### src/rtl/pgrom_pkg.sv
package pgrom_pkg;

  typedef enum logic [1:0] {
    ST_IDLE = 2'd0,
    ST_WAIT = 2'd1,
    ST_HOLD = 2'd2
  } pgState_t;

  // strobes from control to datapath
  typedef struct packed {
    logic loadReq;
    logic nextBeat;
    logic capture;
    logic closePage;
  } pgStrobe_t;

endpackage

### src/rtl/pgrom_dpath.sv
module pgrom_dpath
  import pgrom_pkg::*;
#(
  parameter int ROM_AW  = 22,
  parameter int PG_BITS = 3
) (
  input  logic                clk,
  input  logic                rstN,
  input  pgStrobe_t           stb,
  input  logic [ROM_AW:0]     reqAddr,
  input  logic                reqWordMode,
  input  logic [PG_BITS-1:0]  reqLen,
  output logic                reqHit,
  output logic                lastBeat,
  output logic [ROM_AW-1:0]   romAddr,
  output logic                romLsbOut,
  output logic                romLsbOe,
  output logic                romWordSel,
  input  logic [14:0]         romDataIn,
  input  logic                romLsbIn,
  output logic                rspValid,
  output logic [15:0]         rspData,
  output logic                rspLast
);

  localparam int BA_W = ROM_AW + 1;
  localparam int UP_W = BA_W - PG_BITS;
  localparam logic [PG_BITS-1:0] OFF_MAX_B = '1;
  localparam logic [PG_BITS-1:0] OFF_MAX_W = OFF_MAX_B >> 1;

  logic [BA_W-1:0]    reqByte;
  logic [BA_W-1:0]    curByte;
  logic               curWord;
  logic [PG_BITS-1:0] beatsLeft;
  logic [PG_BITS-1:0] offB, offW, room, firstLeft;
  logic               pageValid;
  logic [UP_W-1:0]    pageUp;
  logic               pageWord;
  logic [BA_W-1:0]    stepVal;

  // word addresses live in the byte-address space, bit 0 cleared
  assign reqByte   = reqWordMode ? {reqAddr[ROM_AW-1:0], 1'b0} : reqAddr;
  assign offB      = reqByte[PG_BITS-1:0];
  assign offW      = {1'b0, reqByte[PG_BITS-1:1]};
  assign room      = reqWordMode ? (OFF_MAX_W - offW) : (OFF_MAX_B - offB);
  assign firstLeft = (reqLen > room) ? room : reqLen;

  assign reqHit = pageValid && (pageWord == reqWordMode) &&
                  (pageUp == reqByte[BA_W-1:PG_BITS]);
  assign lastBeat = (beatsLeft == '0);
  assign stepVal  = curWord ? BA_W'(2) : BA_W'(1);

  always_ff @(posedge clk) begin
    if (!rstN) begin
      curByte   <= '0;
      curWord   <= 1'b1;
      beatsLeft <= '0;
      pageValid <= 1'b0;
      pageUp    <= '0;
      pageWord  <= 1'b1;
    end else begin
      if (stb.loadReq) begin
        curByte   <= reqByte;
        curWord   <= reqWordMode;
        beatsLeft <= firstLeft;
        pageValid <= 1'b1;
        pageUp    <= reqByte[BA_W-1:PG_BITS];
        pageWord  <= reqWordMode;
      end else if (stb.nextBeat) begin
        curByte   <= curByte + stepVal;
        beatsLeft <= beatsLeft - 1'b1;
      end
      if (stb.closePage) pageValid <= 1'b0;
    end
  end

  always_ff @(posedge clk) begin
    if (!rstN) begin
      rspValid <= 1'b0;
      rspData  <= '0;
      rspLast  <= 1'b0;
    end else begin
      rspValid <= stb.capture;
      if (stb.capture) begin
        rspData <= curWord ? {romLsbIn, romDataIn} : {8'h00, romDataIn[7:0]};
        rspLast <= lastBeat;
      end
    end
  end

  assign romAddr    = curByte[BA_W-1:1];
  assign romLsbOut  = curByte[0];
  assign romLsbOe   = !curWord;
  assign romWordSel = curWord;

endmodule

### src/rtl/pgrom_ctrl.sv
module pgrom_ctrl
  import pgrom_pkg::*;
#(
  parameter int LONG_CYC  = 5,
  parameter int SHORT_CYC = 2,
  parameter int HOLD_CYC  = 4,
  parameter int OE_POL    = 0
) (
  input  logic      clk,
  input  logic      rstN,
  input  logic      reqValid,
  output logic      reqReady,
  input  logic      reqHit,
  input  logic      lastBeat,
  output pgStrobe_t stb,
  output logic      romCeN,
  output logic      romOe
);

  localparam int M1      = (LONG_CYC > SHORT_CYC) ? LONG_CYC : SHORT_CYC;
  localparam int CNT_MAX = (M1 > HOLD_CYC) ? M1 : HOLD_CYC;
  localparam int CNT_W   = $clog2(CNT_MAX + 1);
  localparam logic [CNT_W-1:0] LONG_LD  = CNT_W'(LONG_CYC - 1);
  localparam logic [CNT_W-1:0] SHORT_LD = CNT_W'(SHORT_CYC - 1);
  localparam logic [CNT_W-1:0] HOLD_LD  = CNT_W'(HOLD_CYC - 1);

  pgState_t         state;
  logic [CNT_W-1:0] cnt;
  logic             fire;
  logic             ceOn;

  assign reqReady = (state != ST_WAIT);
  assign fire     = reqValid && reqReady;
  assign ceOn     = (state != ST_IDLE);

  always_comb begin
    stb = '0;
    case (state)
      ST_IDLE, ST_HOLD: begin
        if (fire) stb.loadReq = 1'b1;
        else if (state == ST_HOLD && cnt == '0) stb.closePage = 1'b1;
      end
      ST_WAIT: begin
        if (cnt == '0) begin
          stb.capture  = 1'b1;
          stb.nextBeat = !lastBeat;
        end
      end
      default: ;
    endcase
  end

  // one counter serves the access wait and the enable hold window
  always_ff @(posedge clk) begin
    if (!rstN) begin
      state <= ST_IDLE;
      cnt   <= '0;
    end else begin
      case (state)
        ST_IDLE, ST_HOLD: begin
          if (fire) begin
            cnt   <= reqHit ? SHORT_LD : LONG_LD;
            state <= ST_WAIT;
          end else if (state == ST_HOLD) begin
            if (cnt == '0) state <= ST_IDLE;
            else           cnt   <= cnt - 1'b1;
          end
        end
        ST_WAIT: begin
          if (cnt == '0) begin
            if (lastBeat) begin
              state <= ST_HOLD;
              cnt   <= HOLD_LD;
            end else begin
              cnt <= SHORT_LD;
            end
          end else begin
            cnt <= cnt - 1'b1;
          end
        end
        default: state <= ST_IDLE;
      endcase
    end
  end

  assign romCeN = !ceOn;

  generate
    if (OE_POL == 0) begin : gOeLow
      assign romOe = !ceOn;
    end else if (OE_POL == 1) begin : gOeHigh
      assign romOe = ceOn;
    end else begin : gOeNone
      assign romOe = 1'b0;
    end
  endgenerate

endmodule

### src/rtl/pgrom_rdctl.sv
module pgrom_rdctl
  import pgrom_pkg::*;
#(
  parameter int CLK_PS   = 20000,
  parameter int ACC_PS   = 100000,
  parameter int PAGE_PS  = 25000,
  parameter int OE_PS    = 25000,
  parameter int HOLD_CYC = 4,
  parameter int PG_BITS  = 3,
  parameter int OE_POL   = 0,
  parameter int ROM_AW   = 22
) (
  input  logic               clk,
  input  logic               rstN,
  input  logic               reqValid,
  output logic               reqReady,
  input  logic [ROM_AW:0]    reqAddr,
  input  logic               reqWordMode,
  input  logic [PG_BITS-1:0] reqLen,
  output logic               rspValid,
  output logic [15:0]        rspData,
  output logic               rspLast,
  output logic [ROM_AW-1:0]  romAddr,
  output logic               romCeN,
  output logic               romOe,
  output logic               romWordSel,
  output logic               romLsbOut,
  output logic               romLsbOe,
  input  logic               romLsbIn,
  input  logic [14:0]        romDataIn
);

  localparam int ACC_CYC   = (ACC_PS + CLK_PS - 1) / CLK_PS;
  localparam int OE_CYC    = (OE_PS + CLK_PS - 1) / CLK_PS;
  localparam int LONG_CYC  = (ACC_CYC > OE_CYC) ? ACC_CYC : OE_CYC;
  localparam int PG_CYC    = (PAGE_PS + CLK_PS - 1) / CLK_PS;
  localparam int SHORT_CYC = (PG_CYC < 1) ? 1 : PG_CYC;

  pgStrobe_t stb;
  logic      reqHit;
  logic      lastBeat;

  pgrom_ctrl #(
    .LONG_CYC (LONG_CYC),
    .SHORT_CYC(SHORT_CYC),
    .HOLD_CYC (HOLD_CYC),
    .OE_POL   (OE_POL)
  ) ctrl_i (
    .clk     (clk),
    .rstN    (rstN),
    .reqValid(reqValid),
    .reqReady(reqReady),
    .reqHit  (reqHit),
    .lastBeat(lastBeat),
    .stb     (stb),
    .romCeN  (romCeN),
    .romOe   (romOe)
  );

  pgrom_dpath #(
    .ROM_AW (ROM_AW),
    .PG_BITS(PG_BITS)
  ) dpath_i (
    .clk        (clk),
    .rstN       (rstN),
    .stb        (stb),
    .reqAddr    (reqAddr),
    .reqWordMode(reqWordMode),
    .reqLen     (reqLen),
    .reqHit     (reqHit),
    .lastBeat   (lastBeat),
    .romAddr    (romAddr),
    .romLsbOut  (romLsbOut),
    .romLsbOe   (romLsbOe),
    .romWordSel (romWordSel),
    .romDataIn  (romDataIn),
    .romLsbIn   (romLsbIn),
    .rspValid   (rspValid),
    .rspData    (rspData),
    .rspLast    (rspLast)
  );

endmodule

### config.mk
export PLATFORM = sky130hd
export DESIGN_NAME = pgrom_rdctl
export DESIGN_NICKNAME = d
export VERILOG_FILES = /design/src/rtl/pgrom_pkg.sv /design/src/rtl/pgrom_dpath.sv /design/src/rtl/pgrom_ctrl.sv /design/src/rtl/pgrom_rdctl.sv
export SDC_FILE = /design/constraint.sdc
export NUM_CORES = 1
export LEC_CHECK = 0
export BUFFER_PORTS_ARGS = -buffer_cell sky130_fd_sc_hd__buf_2
export CAP_MARGIN = 20
export CORE_MARGIN = 4
export CORE_UTILIZATION = 35
export DETAILED_ROUTE_END_ITERATION = 6
export PLACE_DENSITY = 0.56
export SKIP_CTS_REPAIR_TIMING = 1
export SYNTH_ARGS = -nofsm -noshare
export SYNTH_HDL_FRONTEND = slang
export SYNTH_SLANG_ARGS = --single-unit
export TNS_END_PERCENT = 50
### constraint.sdc
create_clock -name clk -period 2.1 [get_ports clk]
set_input_delay 0.105 -clock clk [delete_from_list [all_inputs] [get_ports clk]]
set_output_delay 0.105 -clock clk [all_outputs]
set_load 0.03 [all_outputs]
# Word level (Yosys, flattened, before mapping)

Cells that the tools add are included.

$lt $le $gt $ge: 1
Multiplexer cells: 29
$add $sub $neg: 5
Bitwise logic cells: 1
Equality and inequality tests: 10
Reductions and logical operators: 17

Operator list:

| cell                                                   | number |
|---|---|
| 2-to-1 mux 23 bit                                      | 3 |
| 2-to-1 mux 3 bit                                       | 9 |
| adder 23 bit                                           | 1 |
| == test 20 bit                                         | 1 |
| 2-to-1 mux 2 bit                                       | 9 |
| 2-to-1 mux 16 bit                                      | 1 |
| logical NOT 3 bit                                      | 2 |
| inequality test 2 x 1 -> 1 bit (second input constant) | 3 |
| inequality test 3 x 1 -> 1 bit (second input constant) | 2 |
| case mux 3 bit (2 select lines)                        | 1 |
| nonzero test 2 bit                                     | 3 |
| subtractor 3 x 1 -> 3 bit (second input constant)      | 2 |
| 2-to-1 mux 1 bit                                       | 5 |
| logical AND 1 bit                                      | 4 |
| case mux 2 bit (2 select lines)                        | 1 |
| AND reduction 4 bit                                    | 1 |
| OR reduction 2 bit                                     | 2 |
| greater-than comparator 3 bit                          | 1 |
| logical NOT 1 bit                                      | 3 |
| inequality test 3 x 2 -> 1 bit (second input constant) | 1 |
| AND reduction 3 bit                                    | 1 |
| subtractor 2 x 2 -> 3 bit (first input constant)       | 1 |
| subtractor 3 bit (first input constant)                | 1 |
| == test 2 x 1 -> 1 bit (second input constant)         | 1 |
| 4 further kinds                                        | 4 |

Register bits after elaboration: 71
Output and inout port bits: 46
Word-level logic and storage cells: 73
Bits of input ports: 46

# Logic depth before layout (Yosys ltp)

Gate-level depths: netlist (run 1).

Depth after elaboration: 6
Mapped depth: 10
Gate-level depth less buffers: 9

# By module

A second synthesis (run 1) with hierarchy kept.

Cells, all modules: 423
Area total of the unflattened synthesis: 3,794.9 µm²

By module, submodules not included:

| module      | area an instance (µm²) | cells each | instances | sequential area each (µm²) |
|---|---|---|---|---|
| pgrom_dpath | 3,422.0                | 380        | 1         | 1,321.3 |
| pgrom_ctrl  | 372.9                  | 43         | 1         | 100.1 |

# Worst setup path after synthesis (run 1)

No wires, ideal clock.

Path kind: flip-flop to flip-flop
Start point: register dpath_i.curWord (netlist: dpath_i.romWordSel)
End point: register dpath_i.curByte[20]
Data required time: 1.985 ns
Path slack: -0.641 ns
Data arrival time: 2.627 ns
Buffers on the path: 1
Clock period less this slack: 2.741 ns
Cell stages (with the launch flop): 11
Setup time: 0.115 ns
Cells stage by stage: dfxtp_1 > clkbuf_1 > inv_1 > ha_1 > fa_1 > and4_1 > nor3b_4 > nand2_2 > nor3_1 > mux2i_1 > o21a_1

Cells in the longest elaborated chain, start to end: 4

Ends and longest elaborated chain:

| element                  | line              | text |
|---|---|---|
| start: declaration       | pgrom_dpath.sv:33 | `logic curWord;` |
| start signal: assignment | pgrom_dpath.sv:64 | `curWord <= reqWordMode;` |
| 2-to-1 mux 2 bit         | pgrom_dpath.sv:51 | `assign stepVal = curWord ? BA_W'(2) : BA_W'(1);` |
| adder 23 bit             | pgrom_dpath.sv:70 | `curByte <= curByte + stepVal;` |
| 2-to-1 mux 23 bit        | pgrom_dpath.sv:69 | `end else if (stb.nextBeat) begin` |
| 2-to-1 mux 23 bit        | pgrom_dpath.sv:62 | `if (stb.loadReq) begin` |
| end signal: assignment   | pgrom_dpath.sv:63 | `curByte <= reqByte;` |
| end signal: assignment   | pgrom_dpath.sv:70 |  |
| end: declaration         | pgrom_dpath.sv:32 | `logic [BA_W-1:0] curByte;` |

No other way between the ends. The select of a mux whose other input is x is not followed.
A chain may end at the register's enable or synchronous reset.

# Final worst setup path (run 1)

Start point: register dpath_i.curWord (netlist: dpath_i.romWordSel)
End point: register dpath_i.curByte[10]

Same word-level chain as after synthesis.

==> metrics.md, run 1 <==
| Metric | Value |
|---|---|
| Crit path DAT | `2.25 ns` |
| Sequential share of the synthesized area | `37.12%` |
| Clock latency on the worst-skew pair | `0.35 ns` |
| Worst hold margin | `-0.001156 ns` |
| Core ar. | `0.01051 mm^2` |
| Synth top area share | `37.12%` |
| Post-synthesis compound-gate area fraction | `17.39%` |
| Synth top area cells | `dfxtp_1 (37%), a21oi_1 (7.2%), nand2_1 (6.1%), mux2i_1 (6.0%), nor2_1 (5.4%)` |
| Starting DRT DRC Count | `185` |
| Final WS setup | `0.08590 ns` |
| Startpoint Class | `flip-flop` |
| Cell count after synthesis | `472` |
| Pleak | `0.002163 uW` |
| ANT nets after route | `0` |
| Diode count | `0` |
| Synth Flop Type | `dfxtp_1` |
| Initial DRT Pass Iterations | `4` |
| Crit-path max cell delay | `0.38 ns` |
| First-pass GRT wire length | `17570 um` |
| Async S/R FF share, synth | `0%` |
| H-tree levels | `3` |
| Sequential power share | `42.8%` |
| Mux cell area share after synthesis | `6.961%` |
| Initial antenna violation count | `0` |
| Yosys warnings | `0` |
| Setup violators final | `0` |
| CP Data Required Time | `2.34 ns` |
| Syn_area_per_cell | `8.112 um^2` |
| Area after DPL | `0.004557 mm^2` |
| Drt via density | `5.068` |
| Residual DRC | `0` |
| All-layer global routing usage | `17.13%` |
| Num CTS Buffers | `9` |
| Status | `finished, violations left` |
| Root Driver | `clkbuf_8` |
| Xor/xnor share of the synthesized area | `6.405%` |
| Peak Freq | `496.5 MHz` |
| Int Power | `2388 uW` |
| EDFF count, synth | `0` |
| Clock Skew | `0.01107 ns` |
| CTS clk-pin slew, worst paths | `0.08 ns` |
| Combinational share of power | `26.8%` |
| Reg2Reg Launch Point | `dpath_i.romWordSel` |
| Critical path endpoint category | `flip-flop` |
| Total grt overflow | `0` |
| Power per Cell Area | `746.2 mW/mm^2` |
| Design area | `0.004867 mm^2` |
| Psw | `1244 uW` |
| Post-Synth Adder-Cell Area | `3.464%` |
| Drt wl/cell | `15.28 um` |
| Hold Path Origin | `romDataIn[4]` |
| Gpl congestion | `0.8483` |
| Die footprint | `0.01268 mm^2` |
| Non-Filler Instances | `722` |
| Hold Crit Class | `input pin to flip-flop` |
| Final-report hold violation count | `1` |
| Setup crit start | `dpath_i.romWordSel` |
| MaxCap Viol Count | `0` |
| Synth-to-Final Area Change | `27.12%` |
| CTS tree | `built` |
| CP bufs+invs | `2` |
| Largest net degree at the start of global routing | `40` |
| Fin. max-slew vios | `0` |
| RSZ-0062 raised after global routing | `true` |
| Failing checks | `negative hold slack` |
| NumNets Final | `637` |
| Commonest cells in the netlist | `dfxtp_1 (71), nand2_1 (62), a21oi_1 (55), nor2_1 (55), mux2i_1 (23)` |
| CP max FO | `5` |
| Switching part of the total | `34.25%` |
| Yosys top cell by area | `dfxtp_1` |
| Crit-path slowest cell | `dfxtp_4` |
| Die W | `112.6 um` |
| Site row count | `37` |
| Slew Limit Headroom | `69.96%` |
| Number of port buffers | `91` |
| Syn Nets | `528` |
| Slew at the pin with the worst max-slew slack | `0.4505 ns` |
| Vias | `3659` |
| Yosys cell types | `55` |
| Synth Register Bits | `71` |
| Vias in the first global route | `3438` |
| Combinational family with the most area after synthesis | `simple AND/OR/NAND/NOR gates` |
| DP HPWL | `8478 um` |
| Routed WL | `11030 um` |
| Clk buf depth | `2` |
| Clk sink count | `71` |
| Critical path, cell by cell | `clkinvlp_4, ha_4, fa_2, and4_4, nor3b_4, buf_4, nand4_1, xor2_1, a21oi_1` |
| Top Ports | `92` |
| Maximum VDD drop | `304.4 uV` |
| Share of cells above drive strength 1 | `26.96%` |
| Crit path kind | `flip-flop to flip-flop` |
| Share of total power in the clock network | `30.4%` |
| Tmin final | `2.014 ns` |
| DP Cell Count | `698` |
| CP delay by family, top | `adder cells` |
| Initial Util | `36.43%` |
| Chip height | `112.6 um` |
| Top-count cell post-synth | `dfxtp_1` |
| Post-Synth Simple-Gate Area | `22.97%` |
| Tcrit/Tclk final | `95.91%` |
| DP Worst Slack | `0.08734 ns` |
| Area of the mapped netlist | `0.003829 mm^2` |
stage by stage:
step                      utilization, %  hold WS (ns)  total power [uW]  setup TNS, ns
after global routing               46.32     0.0001408              3840       -0.01664
after global placement             43.36        0.3468              2532              0
after detailed placement           43.36        0.3534              2546              0
final                              46.32     -0.001156              3632              0
after CTS                          45.22      -0.03677              3660              0
after floorplan                        -        0.2410              2227        -0.6355
final timing paths:
check / to / slack (ns) / cells after the start
hold reg to reg: dpath_i.rspData[9] / 0.45 / 2
setup reg to reg: dpath_i.curByte[10] / 0.09 / 9
setup / recovery: dpath_i.curByte[10] / 0.09 / 9
hold / removal: dpath_i.rspData[4] / -0.001 / 3
layer usage:
layer	part of all wire (%)	up-vias	global-route usage, %
met5	0	-	0
met4	0.80	0	3.606
met3	5.3	7	4.744
met2	50	96	29.46
met1	44	1696	21.41
li1	-	1860	-
registers in the layout, indices dropped and copies added, names as in the netlist:
signal and cells:
dpath_i.romWordSel 1, dpath_i.pageUp 20, dpath_i.curByte 23, dpath_i.pageValid 1
dpath_i.rspValid 1, ctrl_i.state 2, dpath_i.rspLast 1, ctrl_i.cnt 3
dpath_i.rspData 16, dpath_i.beatsLeft 3
logic make-up after synthesis:
kind of cell,count (synthesis)
AO/OA/AOI/OAI,109
XOR/XNOR,28
adder cells (fa/ha/maj),10
buffers and inverters,47
flip-flops,71
multiplexers,26
AND/OR/NAND/NOR,181
power groups by stage:
stage / Sequential, uW / Combinational, uW / Clock (uW)
2_1_floorplan: 1690 / 537 / 0
6_report: 1550 / 974 / 1100
4_1_cts: 1550 / 966 / 1140
3_3_place_gp: 1580 / 950 / 0
5_1_grt: 1570 / 1070 / 1200
3_5_place_dp: 1590 / 960 / 0
final cells by class:
type,count,area (um^2)
flip-flops and latches,71,1426
clock buffers,9,123.9
multi-input cells,354,2248
inverters,18,71.32
fillers,1069,5642
repair buffers,127,755.7
clock inverters,7,71.32
well taps,136,170.2
tightest hold or removal path: stages:
cell and delay [ns]:
buf_2 0.10, nand2_1 0.05, a21oi_1 0.05
cells in the final DEF, fill, tap and decap left out, drive strengths merged, types with 6 or more instances in the layout:
| master | netlist | routed |
|---|---|---|
| a211oi | 9 | 9 |
| a21oi | 55 | 55 |
| and3 | 8 | 8 |
| buf | 15 | 120 |
| clkbuf | 14 | 9 |
| clkinv | 1 | 6 |
| dfxtp | 71 | 71 |
| dlygate4sd3 | 0 | 7 |
| ha | 9 | 9 |
| inv | 17 | 17 |
| mux2i | 24 | 24 |
| nand2 | 63 | 63 |
| nand2b | 8 | 8 |
| nand3 | 16 | 16 |
| nand4 | 7 | 7 |
| nor2 | 57 | 57 |
| nor3 | 9 | 9 |
| o21ai | 12 | 12 |
| xnor2 | 19 | 19 |
| xor2 | 9 | 9 |
Note: power is estimated with default switching activity, not from simulation.
==> inputs of run 2 (changes only) <==
CTS_BUF_LIST = sky130_fd_sc_hd__clkbuf_4 sky130_fd_sc_hd__clkbuf_8 sky130_fd_sc_hd__clkbuf_16   (was default)
SETUP_SLACK_MARGIN = 0.15   (was default)
==> run 2 against run 1 <==
  * The run still ends with negative hold slack left
  * Clock-buffer cell count increased by 2
  * Clock skew increased by 0.0017 ns
  * Register-to-register slack got worse by 0.02 ns
  * Worst setup slack got worse by 0.021 ns
  * Worst hold slack got worse by 0.0040 ns
  * Final area increased by 1.1%
  * Combinational power increased by 1%
  * Total power decreased by 1.3%
  * Maximum frequency decreased by 1.0%
  * Non-clock buffer count increased by 4
  * Largest cell class unchanged
  * Largest power group unchanged
==> metrics.md, run 2 (same netlist as run 1, synthesis figures left out) <==
| Metric | Value |
|---|---|
| First-pass GRT wire length | `17360 um` |
| Startpoint Class | `flip-flop` |
| Worst R2R Path Depth | `8` |
| ANT nets after route | `0` |
| Sequential power share | `43.2%` |
| Setup violators final | `0` |
| Vias in the first global route | `3580` |
| Starting DRT DRC Count | `181` |
| Residual DRC | `0` |
| Clock Skew | `0.01278 ns` |
| Int Power | `2370 uW` |
| CTS tree | `built` |
| Hold Path Origin | `romDataIn[5]` |
| RSZ-0062 raised after global routing | `true` |
| Tcrit/Tclk final | `96.92%` |
| Design Power | `3586 uW` |
| Clk sink count | `71` |
| Hold path endpoint | `dpath_i.rspData[5]` |
| Slew Limit Headroom | `71.52%` |
| Total grt overflow | `0` |
| CP delay by family, top | `simple AND/OR/NAND/NOR gates` |
| CTS clk-pin slew, worst paths | `0.08 ns` |
| Number of port buffers | `91` |
| Crit-path max cell delay | `0.37 ns` |
| Critical path, cell by cell | `clkinvlp_4, ha_4, fa_2, and4_4, nor3b_4, nand2_4, o211a_1, o31a_1` |
| Flop-to-flop setup slack | `0.06 ns` |
| Most frequent cells in the layout | `buf_2 (91), dfxtp_1 (69), nand2_1 (62)` |
| Critical path endpoint category | `flip-flop` |
| Initial antenna violation count | `0` |
| Reg2Reg Launch Point | `dpath_i.romWordSel` |
| CP Data Required Time | `2.34 ns` |
| Site row count | `37` |
| Drt via density | `4.964` |
| Power per Cell Area | `728.9 mW/mm^2` |
| Pleak | `0.002171 uW` |
| Initial DRT Pass Iterations | `4` |
| Maximum VDD drop | `342.0 uV` |
| Die W | `112.6 um` |
| CP bufs+invs | `1` |
| Setup TNS | `0 ns` |
| CP max FO | `7` |
| Core ar. | `0.01051 mm^2` |
| Share of total power in the clock network | `29.4%` |
| Switching part of the total | `33.90%` |
| Chip height | `112.6 um` |
| MaxCap Viol Count | `0` |
| Worst hold margin | `-0.005139 ns` |
| Crit path DAT | `2.27 ns` |
| Routed WL | `11010 um` |
| Peak Freq | `491.3 MHz` |
| Non-Filler Instances | `725` |
| Clk buf depth | `2` |
| RR Endpoint | `dpath_i.curByte[18]` |
| Drt wl/cell | `15.18 um` |
| Final core occ | `46.82%` |
| Slew at the pin with the worst max-slew slack | `0.4227 ns` |
| WHS Path Cells | `3` |
| Crit path kind | `flip-flop to flip-flop` |
| Die footprint | `0.01268 mm^2` |
| Root Driver | `clkbuf_8` |
| Hold Crit Class | `input pin to flip-flop` |
| DP Cell Count | `695` |
| Max reg flops | `23` |
| Failing checks | `negative hold slack` |
| Psw | `1216 uW` |
| Status | `finished, violations left` |
| Fin. max-slew vios | `0` |
| Vias | `3599` |
| DP HPWL | `8334 um` |
| Combinational share of power | `27.4%` |
| Largest net degree at the start of global routing | `41` |
| Synth-to-Final Area Change | `28.50%` |
| Gpl congestion | `0.8072` |
| Commonest non-fill, non-tap cell in the layout | `buf_2` |
| H-tree levels | `3` |
| Final-report hold violation count | `2` |
| Largest Register | `dpath_i.curByte` |
| NumNets Final | `641` |
| Crit-path slowest cell | `dfxtp_4` |
| Clock latency on the worst-skew pair | `0.35 ns` |
| Diode count | `0` |
| All-layer global routing usage | `17.09%` |
| Largest registers | `dpath_i.curByte x23, dpath_i.pageUp x20, dpath_i.rspData x16` |
| Share of cells above drive strength 1 | `28.52%` |
| Top Ports | `92` |
| Initial Util | `36.43%` |
| Tmin final | `2.035 ns` |
| Num CTS Buffers | `9` |
==> run 2: worst max path at each step <==
| stage | from | to | slack (ns) | depth (start not counted) |
|---|---|---|---|---|
| 6_report | dpath_i.romWordSel | dpath_i.curByte[18] | 0.06 | 8 |
| 2_1_floorplan | dpath_i.romWordSel | dpath_i.curByte[20] | -0.17 | 10 |
| 4_1_cts | dpath_i.romWordSel | dpath_i.curByte[22] | -0.02 | 9 |
| 5_1_grt | dpath_i.romWordSel | dpath_i.curByte[22] | -0.008 | 9 |
| 3_5_place_dp | dpath_i.romWordSel | dpath_i.curByte[22] | 0.02 | 9 |
| 3_3_place_gp | dpath_i.romWordSel | dpath_i.curByte[22] | 0.07 | 9 |
==> run 2: worst min-delay path: stages <==
cell	delay (ns)
buf_2	0.10
nand2_1	0.04
a21oi_1	0.05
==> run 2: layer usage <==
metal,routed length [um],GRT usage (%),vias up
li1,-,-,1858
met1,4784,20.76,1628
met2,5456,29.30,99
met3,600,4.313,14
met4,165,5.849,0
met5,0,0,-
==> run 2: layout make-up <==
cell class	count	area, um^2
Clock inverter	4	28.78
Tap cell	136	170.2
Timing Repair Buffer	131	783.3
Fill cell	1048	5589
Multi-Input combinational cell	354	2275
Inverter	18	71.32
Sequential cell	71	1429
Clock buffer	11	162.7
==> run 2: per-stage QoR <==
stage               area [um^2]  worst slack [ns]
finish                     4920           0.06468
detailed placement         4534           0.01566
global route               4920         -0.008272
CTS                        4726          -0.01599
global placement           4534           0.06640
floorplan                  3869           -0.1658
==> run 2: power by group through the flow <==
stage	Clock [uW]	Sequential [uW]	Combinational [uW]
floorplan	0	1690	537
global placement	0	1580	940
detailed placement	0	1580	949
CTS	1080	1550	953
global route	1140	1570	1080
finish	1050	1550	984
==> inputs of run 3 (changes only) <==
CORE_ASPECT_RATIO = 0.9   (was default)
GPL_TIMING_DRIVEN = 0   (was default)
==> run 3 against run 2 <==
  * Maximum frequency is 6.5% lower
  * Non-clock buffer count is 2 higher
  * Combinational power about the same
  * The flow finishes with violations (negative setup slack)
  * Core utilization increased by 1.1 points
  * Critical path depth up 1
  * Via count grew 5.4%
  * Total power grew 15%
  * Critical endpoint unchanged
  * Global-route usage increased by 2.1 points
  * Worst hold slack better by 0.018 ns
  * Sequential share of layout area fell by 0.60 points
  * First-iteration DRC count is 25% higher
  * Critical path type unchanged
  * Clock-buffer cell count fell by 1
==> metrics.md, run 3 (same netlist as run 1, synthesis figures left out) <==
| Metric | Value |
|---|---|
| Reg2Reg Launch Point | `dpath_i.romWordSel` |
| Core ar. | `0.01047 mm^2` |
| All-layer global routing usage | `19.19%` |
| Commonest non-fill, non-tap cell in the layout | `buf_2` |
| Fin. max-slew vios | `0` |
| Setup crit start | `dpath_i.romWordSel` |
| Status | `finished, violations left` |
| Final WS setup | `-0.07702 ns` |
| Maximum VDD drop | `378.5 uV` |
| CP Data Required Time | `2.32 ns` |
| Crit-path slowest cell | `dfxtp_4` |
| Busiest grt layer | `met2` |
| Clock Skew | `0.005402 ns` |
| Failing checks | `negative setup slack` |
| Drt wl/cell | `16.97 um` |
| Slew Limit Headroom | `53.97%` |
| First-pass GRT wire length | `19300 um` |
| DP HPWL | `9124 um` |
| Peak Freq | `459.3 MHz` |
| Slew at the pin with the worst max-slew slack | `0.6904 ns` |
| Gpl congestion | `0.8436` |
| Largest registers | `dpath_i.curByte x23, dpath_i.pageUp x20, dpath_i.rspData x16` |
| Initial antenna violation count | `0` |
| CP max FO | `7` |
| Initial Util | `36.58%` |
| Tcrit/Tclk final | `103.7%` |
| H-tree levels | `3` |
| Hold Path Origin | `romDataIn[5]` |
| Clk sink count | `71` |
| Clock latency on the worst-skew pair | `0.33 ns` |
| Vias in the first global route | `3630` |
| Startpoint Class | `flip-flop` |
| DP Worst Slack | `-0.4571 ns` |
| Total grt overflow | `0` |
| Largest net degree at the start of global routing | `13` |
| Root Driver | `clkbuf_16` |
| Critical path endpoint category | `flip-flop` |
| CTS tree | `built` |
| Crit path DAT | `2.39 ns` |
| Vias | `3792` |
| Clk buf depth | `2` |
| GR Layer Usage met2 | `30.11%` |
| Die footprint | `0.01268 mm^2` |
| Residual DRC | `0` |
| NumNets Final | `643` |
| Setup violators final | `6` |
| RSZ-0062 raised after global routing | `true` |
| Final-report hold violation count | `0` |
| Tmin final | `2.177 ns` |
| Die W | `118.2 um` |
| ANT nets after route | `0` |
| Hold Crit Class | `input pin to flip-flop` |
| Chip height | `107.2 um` |
| Max reg flops | `23` |
| Number of port buffers | `90` |
| Fillers | `1034` |
| Pleak | `0.002205 uW` |
| Routed WL | `12240 um` |
| Area after DPL | `0.004481 mm^2` |
| MaxCap Viol Count | `0` |
| Num CTS Buffers | `9` |
| CP delay by family, top | `simple AND/OR/NAND/NOR gates` |
| Met1 usage | `27.47%` |
| Site row count | `35` |
| Crit path kind | `flip-flop to flip-flop` |
| Synth-to-Final Area Change | `30.88%` |
| Design area | `0.005011 mm^2` |
| Non-Filler Instances | `721` |
| Critical path, cell by cell | `buf_8, clkinvlp_4, ha_4, fa_2, and4_4, nor3b_4, nand2_4, o211a_1, o31a_1` |
| Setup TNS | `-0.3157 ns` |
| Drt via density | `5.259` |
| Initial DRT Pass Iterations | `4` |
| Top Ports | `92` |
| Power per Cell Area | `820.7 mW/mm^2` |
| Share of cells above drive strength 1 | `27.87%` |
| CTS clk-pin slew, worst paths | `0.06 ns` |
| GR Util met3 | `3.586%` |
| Starting DRT DRC Count | `226` |
| Largest Register | `dpath_i.curByte` |
| Diode count | `0` |
| Crit-path max cell delay | `0.36 ns` |
| CP bufs+invs | `2` |
| Most frequent cells in the layout | `buf_2 (93), dfxtp_1 (70), nand2_1 (62)` |
| DP Cell Count | `691` |
-- run 3: worst reg2reg max path, cell delays in order, from the launching register on --
cell and delay, ns:
dfxtp_4 0.36, buf_8 0.13, clkinvlp_4 0.09, ha_4 0.14, fa_2 0.21, and4_4 0.23
nor3b_4 0.33, nand2_4 0.14, o211a_1 0.23, o31a_1 0.22
-- run 3: final timing paths --
path                                            end  slack, ns  cells past startpoint
worst max-delay path            dpath_i.curByte[18]      -0.08                      9
worst min register to register  dpath_i.rspData[14]       0.45                      2
worst min-delay path             dpath_i.rspData[5]       0.01                      3
worst max register to register  dpath_i.curByte[18]      -0.08                      9
-- run 3: metal layers --
metal  wire (um)  vias to the layer above
met2        5611                       94
met3         852                        4
met4          70                        0
met1        5701                     1820
li1            -                     1874
met5           0                        -
-- run 3: where the power goes --
group | leakage [uW] | total, uW | internal (uW) | switching [uW]
logic | 0.00148 | 1010 | 383 | 626
registers | 0.000584 | 1560 | 1460 | 100
clock network | 0.000144 | 1540 | 946 | 599
-- run 3: stage by stage --
step / power [uW] / hold WS (ns) / utilization, %
2_1_floorplan: 2227 / 0.2410 / -
3_5_place_dp: 2528 / 0.3522 / 42.81
5_1_grt: 4310 / 0.01500 / 47.88
4_1_cts: 4070 / 0.005125 / 45.67
3_3_place_gp: 2508 / 0.3464 / 42.81
6_report: 4113 / 0.01263 / 47.88
-- run 3: final cells by class --
type | instances | area [um^2] | share of cell area, %
multi-input cells | 354 | 2323 | 46.37
flip-flops and latches | 71 | 1425 | 28.44
repair buffers | 105 | 563.0 | 11.24
clock buffers | 10 | 239.0 | 4.769
plain buffers | 28 | 167.7 | 3.346
well taps | 129 | 161.4 | 3.221
inverters | 18 | 71.32 | 1.423
clock inverters | 6 | 60.06 | 1.199
